===== config.mk =====
export PLATFORM = sky130hd
export DESIGN_NAME = serial_present80
export DESIGN_NICKNAME = d
export VERILOG_FILES = /design/src/rtl/present80_pkg.sv /design/src/rtl/ser_rx.sv /design/src/rtl/ser_tx.sv /design/src/rtl/present80_core.sv /design/src/rtl/serial_present80.sv
export SDC_FILE = /design/constraint.sdc
export NUM_CORES = 1
export LEC_CHECK = 0
export BUFFER_PORTS_ARGS = -buffer_cell sky130_fd_sc_hd__buf_2
export CORE_ASPECT_RATIO = 0.9
export CORE_MARGIN = 4
export CORE_UTILIZATION = 50
export CTS_CLUSTER_DIAMETER = 60
export DETAILED_ROUTE_END_ITERATION = 12
export GPL_TIMING_DRIVEN = 0
export PLACE_DENSITY_LB_ADDON = 0.12
export SETUP_SLACK_MARGIN = 0.05
export SLEW_MARGIN = 20
export SYNTH_ARGS = -nofsm -noshare
export SYNTH_HDL_FRONTEND = slang
export SYNTH_SLANG_ARGS = --single-unit

===== constraint.sdc =====
create_clock -name clk -period 2.6 [get_ports clk]
set_input_delay 0 -clock clk [delete_from_list [all_inputs] [get_ports clk]]
set_output_delay 0 -clock clk [all_outputs]
set_load 0.01 [all_outputs]

===== src/rtl/present80_pkg.sv =====
package present80_pkg;
  localparam int KEY_W  = 80;
  localparam int BLK_W  = 64;
  localparam int ROUNDS = 31;
  localparam int RC_W   = 5;

  function automatic logic [3:0] sbox4(input logic [3:0] x);
    case (x)
      4'h0: sbox4 = 4'hC; 4'h1: sbox4 = 4'h5; 4'h2: sbox4 = 4'h6; 4'h3: sbox4 = 4'hB;
      4'h4: sbox4 = 4'h9; 4'h5: sbox4 = 4'h0; 4'h6: sbox4 = 4'hA; 4'h7: sbox4 = 4'hD;
      4'h8: sbox4 = 4'h3; 4'h9: sbox4 = 4'hE; 4'hA: sbox4 = 4'hF; 4'hB: sbox4 = 4'h8;
      4'hC: sbox4 = 4'h4; 4'hD: sbox4 = 4'h7; 4'hE: sbox4 = 4'h1; default: sbox4 = 4'h2;
    endcase
  endfunction

  function automatic logic [BLK_W-1:0] sub_layer(input logic [BLK_W-1:0] x);
    logic [BLK_W-1:0] y;
    for (int n = 0; n < BLK_W/4; n++) y[4*n +: 4] = sbox4(x[4*n +: 4]);
    return y;
  endfunction

  function automatic logic [BLK_W-1:0] bit_perm(input logic [BLK_W-1:0] x);
    logic [BLK_W-1:0] y;
    for (int i = 0; i < BLK_W; i++) y[(i == BLK_W-1) ? i : (i*16) % (BLK_W-1)] = x[i];
    return y;
  endfunction

  function automatic logic [BLK_W-1:0] round_fn(input logic [BLK_W-1:0] s,
                                                input logic [BLK_W-1:0] rk);
    return bit_perm(sub_layer(s ^ rk));
  endfunction

  function automatic logic [KEY_W-1:0] key_step(input logic [KEY_W-1:0] k,
                                                input logic [RC_W-1:0] rc);
    logic [KEY_W-1:0] r;
    r = {k[18:0], k[KEY_W-1:19]};
    r[KEY_W-1 -: 4] = sbox4(r[KEY_W-1 -: 4]);
    r[19:15] = r[19:15] ^ rc;
    return r;
  endfunction
endpackage


===== src/rtl/ser_rx.sv =====
module ser_rx #(
  parameter int CLKS_PER_BIT = 16
) (
  input  logic       clk,
  input  logic       rst_n,
  input  logic       rxd,
  output logic       byte_vld,
  output logic [7:0] byte_dat
);
  localparam int CW = $clog2(CLKS_PER_BIT) + 1;
  localparam logic [CW-1:0] FULL = CW'(CLKS_PER_BIT - 1);
  localparam logic [CW-1:0] HALF = CW'(CLKS_PER_BIT/2 - 1);
  typedef enum logic [1:0] {RX_IDLE, RX_START, RX_DATA, RX_STOP} rx_st_t;

  rx_st_t st_q;
  logic [1:0] sync_q;
  logic [CW-1:0] cnt_q;
  logic [2:0] bit_q;
  logic [7:0] sh_q;
  logic rx_s;

  assign rx_s = sync_q[1];
  assign byte_dat = sh_q;

  always_ff @(posedge clk or negedge rst_n) begin
    if (!rst_n) begin
      st_q <= RX_IDLE; sync_q <= 2'b11; cnt_q <= '0; bit_q <= '0;
      sh_q <= '0; byte_vld <= 1'b0;
    end else begin
      sync_q <= {sync_q[0], rxd};
      byte_vld <= 1'b0;
      case (st_q)
        RX_IDLE: if (!rx_s) begin st_q <= RX_START; cnt_q <= '0; end
        RX_START:
          if (cnt_q == HALF) begin
            cnt_q <= '0; bit_q <= '0;
            st_q <= rx_s ? RX_IDLE : RX_DATA;
          end else cnt_q <= cnt_q + 1'b1;
        RX_DATA:
          if (cnt_q == FULL) begin
            cnt_q <= '0;
            sh_q <= {rx_s, sh_q[7:1]};
            if (bit_q == 3'd7) st_q <= RX_STOP;
            else bit_q <= bit_q + 1'b1;
          end else cnt_q <= cnt_q + 1'b1;
        default:
          if (cnt_q == FULL) begin
            byte_vld <= rx_s;
            st_q <= RX_IDLE;
          end else cnt_q <= cnt_q + 1'b1;
      endcase
    end
  end


  rx_pulse_chk: assert property (@(posedge clk) disable iff (!rst_n)
    byte_vld |=> !byte_vld);
endmodule


===== src/rtl/ser_tx.sv =====
module ser_tx #(
  parameter int CLKS_PER_BIT = 16
) (
  input  logic       clk,
  input  logic       rst_n,
  input  logic       start,
  input  logic [7:0] data,
  output logic       txd,
  output logic       busy,
  output logic       done
);
  localparam int CW = $clog2(CLKS_PER_BIT) + 1;
  localparam logic [CW-1:0] FULL = CW'(CLKS_PER_BIT - 1);

  logic [9:0] frm_q;
  logic [CW-1:0] cnt_q;
  logic [3:0] idx_q;

  assign txd  = busy ? frm_q[0] : 1'b1;
  assign done = busy && cnt_q == FULL && idx_q == 4'd9;

  always_ff @(posedge clk or negedge rst_n) begin
    if (!rst_n) begin
      frm_q <= '1; cnt_q <= '0; idx_q <= '0; busy <= 1'b0;
    end else if (!busy) begin
      if (start) begin
        frm_q <= {1'b1, data, 1'b0}; cnt_q <= '0; idx_q <= '0; busy <= 1'b1;
      end
    end else if (cnt_q == FULL) begin
      cnt_q <= '0;
      frm_q <= {1'b1, frm_q[9:1]};
      if (idx_q == 4'd9) busy <= 1'b0;
      else idx_q <= idx_q + 1'b1;
    end else cnt_q <= cnt_q + 1'b1;
  end


  tx_idle_high_chk: assert property (@(posedge clk) disable iff (!rst_n)
    !busy |-> txd);

  tx_no_restart_chk: assert property (@(posedge clk) disable iff (!rst_n)
    (busy && !done) |=> busy);
endmodule


===== src/rtl/present80_core.sv =====
module present80_core
  import present80_pkg::*;
(
  input  logic             clk,
  input  logic             rst_n,
  input  logic             start,
  input  logic [KEY_W-1:0] key,
  input  logic [BLK_W-1:0] pt,
  output logic             busy,
  output logic             done,
  output logic [BLK_W-1:0] ct
);
  localparam logic [RC_W-1:0] LAST_RC = RC_W'(ROUNDS);

  logic [BLK_W-1:0] st_q;
  logic [KEY_W-1:0] key_q;
  logic [RC_W-1:0]  rc_q;
  logic [BLK_W-1:0] round_key;

  assign round_key = key_q[KEY_W-1 -: BLK_W];
  assign ct = st_q ^ round_key;

  always_ff @(posedge clk or negedge rst_n) begin
    if (!rst_n) begin
      st_q <= '0; key_q <= '0; rc_q <= '0; busy <= 1'b0; done <= 1'b0;
    end else begin
      done <= 1'b0;
      if (!busy) begin
        if (start) begin
          st_q <= pt; key_q <= key; rc_q <= RC_W'(1); busy <= 1'b1;
        end
      end else begin
        st_q  <= round_fn(st_q, round_key);
        key_q <= key_step(key_q, rc_q);
        if (rc_q == LAST_RC) begin
          busy <= 1'b0; done <= 1'b1;
        end else rc_q <= rc_q + 1'b1;
      end
    end
  end


  rc_range_chk: assert property (@(posedge clk) disable iff (!rst_n)
    busy |-> (rc_q >= RC_W'(1) && rc_q <= LAST_RC));

  done_pulse_chk: assert property (@(posedge clk) disable iff (!rst_n)
    done |=> !done);

  start_idle_chk: assert property (@(posedge clk) disable iff (!rst_n)
    start |-> !busy);
endmodule


===== src/rtl/serial_present80.sv =====
module serial_present80
  import present80_pkg::*;
#(
  parameter int CLKS_PER_BIT = 16
) (
  input  logic clk,
  input  logic rst_n,
  input  logic rxd,
  output logic txd
);
  localparam int FRAME_BYTES = (KEY_W + BLK_W) / 8;
  localparam int CT_BYTES    = BLK_W / 8;
  localparam int FCW         = $clog2(FRAME_BYTES);
  localparam int TCW         = $clog2(CT_BYTES);
  localparam logic [FCW-1:0] F_LAST = FCW'(FRAME_BYTES - 1);
  localparam logic [TCW-1:0] T_LAST = TCW'(CT_BYTES - 1);
  typedef enum logic [1:0] {ST_COLLECT, ST_CRYPT, ST_REPLY} seq_t;

  seq_t st_q;
  logic [8*FRAME_BYTES-1:0] frame_q;
  logic [FCW-1:0] bcnt_q;
  logic [TCW-1:0] tidx_q;
  logic [BLK_W-1:0] out_q;
  logic go_q, kick_q;

  logic rx_vld, tx_busy, tx_done, core_busy, core_done;
  logic [7:0] rx_byte;
  logic [BLK_W-1:0] core_ct;
  logic frame_full, byte_dropped;

  assign frame_full   = st_q == ST_COLLECT && rx_vld && bcnt_q == F_LAST;
  assign byte_dropped = st_q != ST_COLLECT && rx_vld;

  ser_rx #(.CLKS_PER_BIT(CLKS_PER_BIT)) u_rx (
    .clk(clk), .rst_n(rst_n), .rxd(rxd), .byte_vld(rx_vld), .byte_dat(rx_byte));

  ser_tx #(.CLKS_PER_BIT(CLKS_PER_BIT)) u_tx (
    .clk(clk), .rst_n(rst_n), .start(kick_q), .data(out_q[BLK_W-1 -: 8]),
    .txd(txd), .busy(tx_busy), .done(tx_done));

  present80_core u_core (
    .clk(clk), .rst_n(rst_n), .start(go_q),
    .key(frame_q[8*FRAME_BYTES-1 -: KEY_W]), .pt(frame_q[BLK_W-1:0]),
    .busy(core_busy), .done(core_done), .ct(core_ct));

  always_ff @(posedge clk or negedge rst_n) begin
    if (!rst_n) begin
      st_q <= ST_COLLECT; frame_q <= '0; bcnt_q <= '0; tidx_q <= '0;
      out_q <= '0; go_q <= 1'b0; kick_q <= 1'b0;
    end else begin
      go_q <= 1'b0;
      kick_q <= 1'b0;
      case (st_q)
        ST_COLLECT:
          if (rx_vld) begin
            frame_q <= {frame_q[8*FRAME_BYTES-9:0], rx_byte};
            if (bcnt_q == F_LAST) begin
              bcnt_q <= '0; st_q <= ST_CRYPT; go_q <= 1'b1;
            end else bcnt_q <= bcnt_q + 1'b1;
          end
        ST_CRYPT:
          if (core_done) begin
            out_q <= core_ct; tidx_q <= '0; kick_q <= 1'b1; st_q <= ST_REPLY;
          end
        default:
          if (tx_done) begin
            out_q <= {out_q[BLK_W-9:0], 8'h00};
            if (tidx_q == T_LAST) st_q <= ST_COLLECT;
            else begin tidx_q <= tidx_q + 1'b1; kick_q <= 1'b1; end
          end
      endcase
    end
  end


  collect_quiet_chk: assert property (@(posedge clk) disable iff (!rst_n)
    (st_q == ST_COLLECT) |-> (txd && !core_busy));

  drop_frame_chk: assert property (@(posedge clk) disable iff (!rst_n)
    byte_dropped |=> $stable(frame_q));

  go_after_full_chk: assert property (@(posedge clk) disable iff (!rst_n)
    go_q |-> $past(frame_full));
endmodule


# Yosys cells after proc, flatten, opt, wreduce, memory -nomap -nowiden
# Memories as Yosys holds them, arrays and structs flattened.
# Index checks and enable logic that the tools add are counted.
# Widths: inputs -> output; s select.
[op_classes]
n_lt_le_gt_ge = 0
eq_ne = 24
n_addsub = 7
n_mul = 0
shifts = 0
reduce_logical = 23
bitwise = 3
n_mux = 66
div_mod_pow = 0
[op_table]
columns = ["cell", "count"]
rows = [
  ["$mux 64", 4],
  ["$mux 80", 2],
  ["$pmux 64 s2", 1],
  ["$xor 64x64->64", 1],
  ["$mux 5", 11],
  ["$mux 10", 3],
  ["$mux 2", 11],
  ["$add 5x1->5 const B", 4],
  ["$mux 1", 18],
  ["$mux 3", 6],
  ["$mux 4", 4],
  ["$pmux 5 s3", 1],
  ["$ne 2x1->1 const B", 7],
  ["$pmux 3 s2", 2],
  ["$eq 5x4->1 const B", 2],
  ["$eq 5x5->1 const B", 2],
  ["$ne 2x2->1 const B", 5],
  ["$reduce_and 2->1", 5],
  ["$reduce_and 5->1", 2],
  ["$reduce_bool 3->1", 3],
  ["$reduce_and 4->1", 2],
  ["$reduce_bool 2->1", 4],
  ["$add 3x1->3 const B", 2],
  ["$eq 3x3->1 const B", 2],
  ["other kinds (15)", 19],
]
[word_totals]
in_bits = 3
mem_bits_rw = 0
out_inout_bits = 1
word_cells = 162
latch_bits = 0
memories = 17
regBits = 412
romBits = 1088
[mem_list]
columns = ["memory", "depth", "width", "read_ports", "rd_clocked_by_memory_dff", "write_ports", "line", "rtl"]
rows = [
  ["(name not given)", 16, 4, 1, 0, 0, "present80_pkg.sv:8", "case (x)"],
  ["(name not given)", 16, 4, 1, 0, 0, "present80_pkg.sv:8", ""],
  ["(name not given)", 16, 4, 1, 0, 0, "present80_pkg.sv:8", ""],
  ["(name not given)", 16, 4, 1, 0, 0, "present80_pkg.sv:8", ""],
  ["(name not given)", 16, 4, 1, 0, 0, "present80_pkg.sv:8", ""],
  ["(name not given)", 16, 4, 1, 0, 0, "present80_pkg.sv:8", ""],
  ["11 more memories", "--", "--", "--", "--", "--", "--", ""],
]

# Longest topological paths before layout
# Gate-level depths: netlist of run 1.
[depth]
ltp_word = 5
ltp_mapped = 8
mapped_depth_nobuf = 8

# By module
# A second synthesis of run 1 with hierarchy kept.
[hier_totals]
hier_cells = 2135
area_unflattened_um2 = 22042.4
[by_module_without_submodules]
columns = ["module", "cells_per_inst", "area_each_um2", "seq_area_each_um2", "n_inst"]
rows = [
  ["present80_core", 1091, 10453.8, 3778.6, 1],
  ["serial_present80", 874, 9535.4, 5505.3, 1],
  ["ser_rx", 88, 1044.8, 528.0, 1],
  ["ser_tx", 82, 1008.5, 486.7, 1],
]

# Least setup slack after synthesis of run 1
# OpenSTA, ideal clock, no wires.
[synth_path]
kind = "reg2reg"
startpoint = "register u_rx.cnt_q[0]"
endpoint = "register u_rx.cnt_q[3]"
t_required_ns = 2.513
path_buffers = 0
arrival_time_ns = 1.878
period_less_slack_ns = 1.964
stages_incl_launch_ff = 9
setup_time_ns = 0.087
path_slack_ns = 0.636
cell_sequence = "dfrtp_1 ha_1 nand3_1 inv_1 ha_1 nand3_1 o21ai_0 or4_1 o211ai_1"
[synth_between]
elab_chain_len = 3
word_cells_on_any_way = 9
cone_classes = "1 x add/sub; 3 x eq/ne; 4 x mux; 1 x reduce/logical"
[synth_lines]
columns = ["item", "line", "rtl"]
rows = [
  ["start, declared", "ser_rx.sv:17", "logic [CW-1:0] cnt_q;"],
  ["start signal, assigned", "ser_rx.sv:38", "end else cnt_q <= cnt_q + 1'b1;"],
  ["start signal, assigned", "ser_rx.sv:45", "end else cnt_q <= cnt_q + 1'b1;"],
  ["start signal, assigned", "ser_rx.sv:50", "end else cnt_q <= cnt_q + 1'b1;"],
  ["$add 5x1->5, or another cell as far along", "ser_rx.sv:38, ser_rx.sv:45, ser_rx.sv:50", ""],
  ["$mux 5, or another cell as far along", "ser_rx.sv:47", "if (cnt_q == FULL) begin"],
  ["$pmux 5 s3 / $reduce_and 2->1 (equally long branches)", "--", ""],
]
# Parallel ways exist; a longest one is shown, timed or not. The select of a mux whose other input is x is not followed.
# A chain may end at the register's enable or synchronous reset.

# Worst setup path after layout of run 1
[layout_path]
startpoint = "register u_core.busy"
endpoint = "register u_core.st_q[53]"
[layout_between]
elab_chain_len = 1
word_cells_on_any_way = 2
cone_classes = "1 x mux; 1 x reduce/logical"
[layout_lines]
columns = ["item", "line", "rtl"]
rows = [
  ["start, declared", "present80_core.sv:9", "output logic busy,"],
  ["start signal, assigned", "present80_core.sv:25", "st_q <= '0; key_q <= '0; rc_q <= '0; busy <= 1'b0; done <= 1'b0;"],
  ["start signal, assigned", "present80_core.sv:30", "st_q <= pt; key_q <= key; rc_q <= RC_W'(1); busy <= 1'b1;"],
  ["start signal, assigned", "present80_core.sv:36", "busy <= 1'b0; done <= 1'b1;"],
  ["$mux 64 / $reduce_bool 2->1 (equally long branches)", "--", ""],
  ["end signal, assigned", "present80_core.sv:33", "st_q <= round_fn(st_q, round_key);"],
  ["end, declared", "present80_core.sv:15", "logic [BLK_W-1:0] st_q;"],
]
# Parallel ways exist; a longest one is shown, timed or not.

==> results.toml, run 1 <==
[status]
status = "finished, final reports clean"

[sta]
fmax_ghz = 0.388
slew_viol_final = 0
slew_headroom_pct = 31.8
period_minus_slack_ns = 2.57
whs_ns = 0.0306
finalSetupViolCount = 0
post-route-period-util_pct = 99.0
worst_slew_pin_slew_ns = 1.02
final_hold_viol_count = 0
setup_ws_ns = 0.0250
fin_skew_ns = 0.0137
grt_setup_unrepaired = "true"

[yosys]
syn_area_per_cell_um2 = 11.8
synth.top_cell.area_share_pct = 48.4
synth_compound_area_share_pct = 9.41
ys_warn_count = 0
synth_xor_area_share_pct = 4.23
yosys-top-cells-area = "dfrtp_1, mux2i_1, mux2_2, ha_1, mux4_2"
syn_inst = 1754
ys.flop_type = "dfrtp_1"
ys_seq_elements = 411
synth-simple-area-share_pct = 6.63
syn_area_mm2 = 0.0207
ys_seq_area_share_pct = 49.7
async_flop_share_pct = 100
synth_edf_count = 0
synthAdderAreaFrac_pct = 6.04
syn_nets = 1857
yosysTopAreaCell = "dfrtp_1"
ys_types = 53
synthMuxAreaShare_pct = 20.4
synth_top_family_by_area = "multiplexers"

[clock_network]
cts_tree = "yes"
h-tree-depth = 2
clkSlewWorstSetupHoldPaths_ns = 0.06
clock_tree.buffer_depth = 3
cts.sinks = 411
cts_buffers = 44
cts-root-buf = "clkbuf_16"
clk_latency_ns = 0.58
postCtsSetupBuffers = 0

[critical_path]
crit_path_start = "u_core.busy"
rrSetupSlack_ns = 0.03
crit_required_ns = 3.02
worstReg2RegEnd = "u_core.st_q[53]"
worstPathArrival_ns = 3.00
cp-end-kind = "flop"
criticalPathCategory = "reg2reg"
path_max_fanout = 10
start_kind = "flop"
worstRegToRegCells = 6
reg2reg_from = "u_core.busy"

[cells_and_area]
final_core_util_pct = 56.8
final_nets = 1912
multi_input_area_mm2 = 0.00976
fillers = 3425
drive_gt1_share_pct = 18.4
areaGrowthSynthToFinish_pct = 11.8
seq_area_mm2 = 0.0103

[route]
drt-total-wl_mm = 58.3
first_pass_iters = 5
antenna_left = 0
wire_per_inst_um = 24.4
drt_iter0_drc = 1383
drc = 0
vias = 14200
vias_per_cell = 5.94

[power_and_ir_drop]
powerDensity_mw_per_mm2 = 586
ir_drop_v = 0.000526
leakage_nw = 10.8

[floorplanning]
die_w_um = 222
die-area_mm2 = 0.0447
core.rowCount = 70
core_mm2 = 0.0407
fp.dieH_um = 201
start_util_pct = 50.8
io-pin-count = 4

[grt]
grt_pass1_wl_mm = 89.2
antenna_found_initial = 1
grt_max_degree = 99
grt_pass1_vias = 14100
track_usage_pct = 26.2
overflow = 0

[worst_hold_path]
holdCritPathClass = "in2async"

[job]
cap_violations = 0

[place]
io_buffers = 3
pre_cts_slack_ns = -0.0382
routabilityCongestion = 0.922
dp_hpwl_mm = 43.9
## worst max-delay path by stage
stage,end,cells past startpoint
2_1_floorplan,u_rx.cnt_q[3],8
3_3_place_gp,u_core.key_q[15],1
3_5_place_dp,u_core.st_q[50],6
4_1_cts,u_core.st_q[50],6
5_1_grt,u_core.st_q[53],6
6_report,u_core.st_q[53],6
## Yosys cell counts (all sizes together) (34+ instances only)
cell type / n
xnor2: 72
ha: 100
mux2i: 176
clkbuf: 42
o21ai: 107
a21oi: 67
inv: 78
dfrtp: 400
nor2: 86
a221o: 48
mux2: 151
nand2: 135
mux4: 34
buf: 56
## power breakdown
part	leakage [nW]	internal, mW	switching, mW	total (mW)
logic	4.36	0.174	0.303	0.477
clock network	0.750	3.90	2.64	6.54
registers	5.69	6.47	0.0793	6.55
## per-layer routing
metal | vias up | part of all wire [%] | wire length (µm) | global-route usage [%]
li1 | 6343 | - | - | -
met1 | 7305 | 47 | 27200 | 40.1
met2 | 440 | 44 | 25400 | 38.3
met3 | 89 | 7.3 | 4250 | 4.88
met4 | 0 | 2.5 | 1470 | 7.53
met5 | - | 0 | 0 | 0
## cells in the final DEF (no fill, tap or decap), types with 12 or more instances in the layout
cell type,synthesis,layout
mux4_2,34,34
nor2b_1,29,29
a211oi_1,29,29
xnor2_1,72,64
clkbuf_16,0,46
mux2_2,151,151
dfrtp_1,400,400
buf_2,42,44
mux2i_1,176,176
nor2_1,86,86
a21oi_1,67,67
clkbuf_1,42,52
inv_1,77,77
nand2_1,135,135
a221o_1,48,48
o22ai_1,15,15
nor3_1,16,16
o21ai_0,107,107
xor2_1,28,28
ha_1,100,100
buf_1,12,12
clkbuf_8,0,12
## cell type report
class / count / area share [%]
Tap cell: 540 / 2.92
Clock buffer: 70 / 5.88
Buffer: 98 / 1.89
Multi-Input combinational cell: 1167 / 42.2
Clock inverter: 12 / 0.660
Inverter: 78 / 1.27
Timing Repair Buffer: 9 / 0.671
Sequential cell: 411 / 44.5
Antenna cell: 1 / 0.0108
## registers in the layout, summed over array words and instances, names as in the netlist, 3 cells and up
register and cells:
u_rx.bit_q 3, u_core.rc_q 5, bcnt_q 5, out_q 64, tidx_q 3, frame_q 144
u_tx.cnt_q 5, u_tx.idx_q 4, u_tx.frm_q 9, u_rx.cnt_q 5, u_rx.byte_dat 8, u_core.st_q 64
u_core.key_q 80
## timing repair
action                                  CTS  global route
hold endpoints to repair                 98             0
hold buffers                              2             0
endpoints found under the setup margin   28            56
gates resized for setup                   3            12
## cell families after synthesis
| family | Yosys count |
|---|---|
| buf+inv | 176 |
| xor+xnor | 100 |
| mux | 361 |
| compound gates | 302 |
| flops | 411 |
| fa+ha+maj | 100 |
| simple gates | 304 |
## worst max-delay path, cell delays in order, from the launching register on
cell	delay [ns]
dfrtp_1	0.32
clkbuf_1	0.44
buf_2	0.33
inv_2	0.13
clkbuf_1	0.41
a311oi_1	0.71
a21oi_1	0.08
## per-stage QoR
stage               power [mW]  setup TNS (ns)  area, µm²  instances
global placement          7.12        -2721.24      21400       2297
global route              14.0          -0.149      23100       2385
floorplan                 6.92               0      20700       1754
detailed placement        7.15         -0.0819      21500       2301
finish                    13.6               0      23100       2386
CTS                       13.7          -0.105      23100       2385
Power figures use the tool's default switching activity.
==> inputs of run 2 (changes only) <==
- clock period: 2.6 -> 2.1 ns (I/O delays scaled with it)
==> results.toml, run 2 (synthesized netlist as in run 1, its figures left out) <==
[sta]
whs_ns = 0.0325
final_hold_viol_count = 0
slew_headroom_pct = 34.8
grt_setup_unrepaired = "false"
setup_tns_ns = 0
slew_viol_final = 0
period_minus_slack_ns = 2.05
fin_skew_ns = 0.0142
post-route-period-util_pct = 97.5
fmax_ghz = 0.488
finalSetupViolCount = 0
worst_slew_pin_slew_ns = 0.975

[floorplanning]
die-area_mm2 = 0.0447
io-pin-count = 4
die_w_um = 222
start_util_pct = 50.8
core.rowCount = 70
fp.dieH_um = 201
core_mm2 = 0.0407

[critical_path]
rrSetupSlack_ns = 0.05
reg2reg_from = "u_core.key_q[71]"
path_max_fanout = 6
worstPathArrival_ns = 2.46
cp-end-kind = "flop"
criticalPathCategory = "reg2reg"
worstReg2RegEnd = "u_core.st_q[45]"
crit_required_ns = 2.52
start_kind = "flop"
worstRegToRegCells = 4

[route]
wire_per_inst_um = 24.5
vias_per_cell = 5.92
drt-total-wl_mm = 59.7
first_pass_iters = 5
antenna_left = 0
drt_iter0_drc = 1334
drc = 0
vias = 14400

[job]
cap_violations = 0

[cells_and_area]
multi_input_area_mm2 = 0.0106
regMostFlops = "frame_q"
final_common_cell = "dfrtp_1"
largest_reg_flops = 144
seq_area_mm2 = 0.0103
areaGrowthSynthToFinish_pct = 17.7
fillers = 3287
finalNonFillerCells = 2435
drive_gt1_share_pct = 25.2
stdcell_area_mm2 = 0.0244
final_nets = 1961
layout_common_cells = "dfrtp_1, mux2i_1, mux2_2, nand2_1, o21ai_0"
top_regs = "frame_q: 144 flops, u_core.key_q: 80 flops"

[power_and_ir_drop]
ir_drop_v = 0.000656
leakage_nw = 11.1
total_power_mw = 16.8
powerDensity_mw_per_mm2 = 692

[place]
routabilityCongestion = 0.922
io_buffers = 3
dp_hpwl_mm = 43.9
dp.cells = 2301
place_area_mm2 = 0.0215

[grt]
grt_pass1_vias = 14300
grt_max_degree = 99
overflow = 0
antenna_found_initial = 1
grt_pass1_wl_mm = 90.4
track_usage_pct = 26.5

[worst_hold_path]
holdCritPathClass = "in2async"

[status]
status = "finished, final reports clean"

[clock_network]
h-tree-depth = 2
cts_buffers = 44
cts_tree = "yes"
clock_tree.buffer_depth = 3
clkSlewWorstSetupHoldPaths_ns = 0.06
clk_latency_ns = 0.58
cts.sinks = 411
cts-root-buf = "clkbuf_16"
==> run 2: cell types whose count changed in the layout (fill, tap and decap cells not counted), moves of 5 or more <==
cell / previous run / this run
buf_4: 0 / 56
xnor2_1: 64 / 20
xnor2_4: 0 / 28
dfrtp_1: 400 / 382
dfrtp_2: 0 / 18
xnor2_2: 8 / 24
clkbuf_1: 52 / 44
buf_2: 44 / 38
xor2_1: 28 / 23
xor2_2: 0 / 5
==> run 2: per-layer routing <==
layer	wire (µm)	part of all wire, %	global-route usage (%)
met1	27500	46	40.2
met5	0	0	0
met2	26400	44	39.1
met3	4310	7.2	4.93
met4	1490	2.5	7.77
==> run 2: area by class of cell <==
class                           count  share of cell area [%]
Antenna cell                        1                  0.0103
Buffer                             96                    1.90
Clock buffer                       70                    5.59
Clock inverter                     12                   0.627
Inverter                           78                    1.20
Multi-Input combinational cell   1167                    43.3
Sequential cell                   411                    42.4
Tap cell                          540                    2.77
Timing Repair Buffer               60                    2.21
==> run 2: worst max-delay path, cell delays in order (launching register included) <==
cell and delay (ns):
dfrtp_1 0.45, xor2_1 0.81, mux4_2 0.43, nor2_1 0.13, a21oi_1 0.06
==> run 2: what timing repair did <==
item	CTS	global route
hold buffers	2	0
setup endpoints to repair	284	144
buffers inserted	14	37
pin swaps	22	18
hold endpoints to repair	98	0
cloned	0	0
gates resized for setup	102	50
==> run 2: power breakdown <==
part           switching (mW)  internal [mW]
Combinational           0.384          0.229
Sequential              0.107           8.01
Clock                    3.29           4.83
Total                    3.78           13.1
==> run 2: worst max-delay path by stage <==
stage | slack [ns] | startpoint | endpoint
6_report | 0.05 | u_core.key_q[71] | u_core.st_q[45]
5_1_grt | 0.04 | u_tx.cnt_q[0] | out_q[55]
4_1_cts | 0.005 | u_core.key_q[67] | u_core.st_q[28]
3_5_place_dp | -0.54 | u_core.key_q[24] | u_core.st_q[50]
3_3_place_gp | -7.26 | rst_n | u_core.key_q[15]
2_1_floorplan | 0.14 | u_rx.cnt_q[0] | u_rx.cnt_q[3]
==> run 2: metrics by stage <==
stage / util (%) / worst slack (ns)
5_1_grt: 59.8 / 0.0383
3_5_place_dp: 52.8 / -0.538
3_3_place_gp: 52.5 / -7.26
6_report: 59.8 / 0.0523
4_1_cts: 58.7 / 0.00490
2_1_floorplan: - / 0.136
==> inputs of run 3 (changes only) <==
- ABC_AREA: not set -> 1
==> results.toml, run 3 <==
[sta]
post-route-period-util_pct = 100
slew_viol_final = 0
finalSetupViolCount = 1
final_hold_viol_count = 0
fin_skew_ns = 0.0118
grt_setup_unrepaired = "true"
worst_slew_pin_slew_ns = 0.924
period_minus_slack_ns = 2.10
fmax_ghz = 0.476
slew_headroom_pct = 38.4
setup_ws_ns = -0.000286
setup_tns_ns = -0.000286

[grt]
track_usage_pct = 30.8
grt.met1_usage_pct = 43.2
grt_pass1_wl_mm = 108
busiest_layer = "met2"
grt_max_degree = 81
overflow = 0
grtUsageMet2_pct = 45.9
use_met3_pct = 9.55
grt_pass1_vias = 18100
antenna_found_initial = 1

[worst_hold_path]
holdCritPathClass = "in2reg"

[cells_and_area]
seq_area_mm2 = 0.0103
final_nets = 2851
drive_gt1_share_pct = 9.35
layout_common_cells = "nand2_1, dfrtp_1, inv_1, o21ai_0, nand3_1"
fillers = 3863
areaGrowthSynthToFinish_pct = 13.7
top_regs = "frame_q: 144 flops, u_core.key_q: 80 flops"
largest_reg_flops = 144
final_common_cell = "nand2_1"
antenna_cells = 0
finalNonFillerCells = 3329
final_core_util_pct = 57.8
multi_input_area_mm2 = 0.00970
regMostFlops = "frame_q"

[yosys]
async_flop_share_pct = 100
synthTopCellsByCount = "nand2_1, dfrtp_1, inv_1"
synth_edf_count = 0
syn_inst = 2673
yosys-top-cells-area = "dfrtp_1, nand2_1, o21ai_0, ha_1, inv_1"
ys_seq_area_share_pct = 48.1
syn_nets = 2776
yosysMostFrequentCell = "nand2_1"
ys_types = 38
ys_warn_count = 0
yosysTopAreaCell = "dfrtp_1"
ys.flop_type = "dfrtp_1"
syn_area_mm2 = 0.0214
syn_area_per_cell_um2 = 8.02
ys_seq_elements = 411
synth.top_cell.area_share_pct = 46.7

[route]
antenna_left = 0
drt_iter0_drc = 2034
vias = 18900
drt-total-wl_mm = 70.8
first_pass_iters = 6
vias_per_cell = 5.67
drc = 0
wire_per_inst_um = 21.3

[job]
cap_violations = 0

[place]
pre_cts_slack_ns = -0.375
dp.cells = 3228
dp_hpwl_mm = 53.4
io_buffers = 3
routabilityCongestion = 0.974

[clock_network]
cts-root-buf = "clkbuf_16"
h-tree-depth = 2
clock_tree.buffer_depth = 3
clk_latency_ns = 0.59
cts_buffers = 45
cts.sinks = 411
cts_tree = "yes"
clkSlewWorstSetupHoldPaths_ns = 0.06

[floorplanning]
fp.dieH_um = 204
core.rowCount = 71
io-pin-count = 4
core_mm2 = 0.0421
die-area_mm2 = 0.0462
start_util_pct = 50.9
die_w_um = 226

[critical_path]
crit_required_ns = 2.57
cp-end-kind = "flop"
start_kind = "flop"
worstPathArrival_ns = 2.57
path_max_fanout = 5
criticalPathCategory = "reg2reg"

[power_and_ir_drop]
ir_drop_v = 0.000547
powerDensity_mw_per_mm2 = 690
leakage_nw = 11.6

[status]
violations = "setup timing"
status = "complete, but fails checks"
==> run 3: cells by family after synthesis <==
logic type | after synthesis | share of synthesized area (%)
DFF | 411 | 48.1
xor gates and xnor gates | 52 | 2.13
AOI/OAI and AO/OA | 483 | 13.1
adders and majority gates | 100 | 5.84
buffers and inverters | 455 | 8.77
and+or+nand+nor | 1172 | 22.1
==> run 3: final timing paths <==
kind                            startpoint  slack [ns]               to  cells after the start
min in group asynchronous            rst_n        0.55    u_tx.frm_q[8]                      3
hold / removal                         rxd        0.06   u_rx.sync_q[0]                      2
setup reg to reg           u_core.st_q[16]     -0.0003  u_core.st_q[52]                      8
hold reg to reg             u_rx.sync_q[0]        0.35   u_rx.sync_q[1]                      0
setup / recovery           u_core.st_q[16]     -0.0003  u_core.st_q[52]                      8
max in group asynchronous            rst_n        0.46      frame_q[74]                      6
==> run 3: layer usage <==
layer  wire length, µm  part of all wire (%)
met1             30300                    43
met2             30700                    43
met3              7340                    10
met4              2480                   3.5
met5                 0                     0
==> run 3: metrics by stage <==
stage | area (µm²) | hold slack (ns) | power [mW]
3_5_place_dp | 22300 | -0.00784 | 9.10
5_1_grt | 24400 | 0.0653 | 17.4
3_3_place_gp | 22100 | 0.108 | 9.03
6_report | 24400 | 0.0600 | 16.8
4_1_cts | 24100 | 0.0329 | 16.9
2_1_floorplan | 21400 | -0.296 | 8.72
==> run 3: worst max-delay path, cell delays in order, from the launching register on <==
cell     delay, ns
dfrtp_1       0.45
xnor2_2       0.31
inv_1         0.15
ha_1          0.32
nand2_1       0.08
nand3_1       0.10
nand3_1       0.30
nand2_1       0.20
nand2_1       0.07
==> run 3: where the power goes <==
part / switching, mW / internal [mW] / total (mW)
clock: 3.34 / 4.49 / 7.84
combinational: 0.575 / 0.248 / 0.823
sequential: 0.0903 / 8.05 / 8.14
==> run 3: cell type report <==
class                   count  area share (%)
plain buffers             120            2.61
clock buffers              64            5.26
clock inverters            17           0.606
inverters                 335            5.18
multi-input cells        1807            39.8
flip-flops and latches    411            42.3
well taps                 547            2.81
repair buffers             28            1.40
==> run 3: timing repair <==
item | in CTS | in global routing
hold endpoints to repair | 206 | 0
gates cloned | 0 | 0
gates resized for setup | 44 | 37
hold buffers | 6 | 0
endpoints found under the setup margin | 41 | 42
pin swaps | 1 | 9
setup buffers | 0 | 14
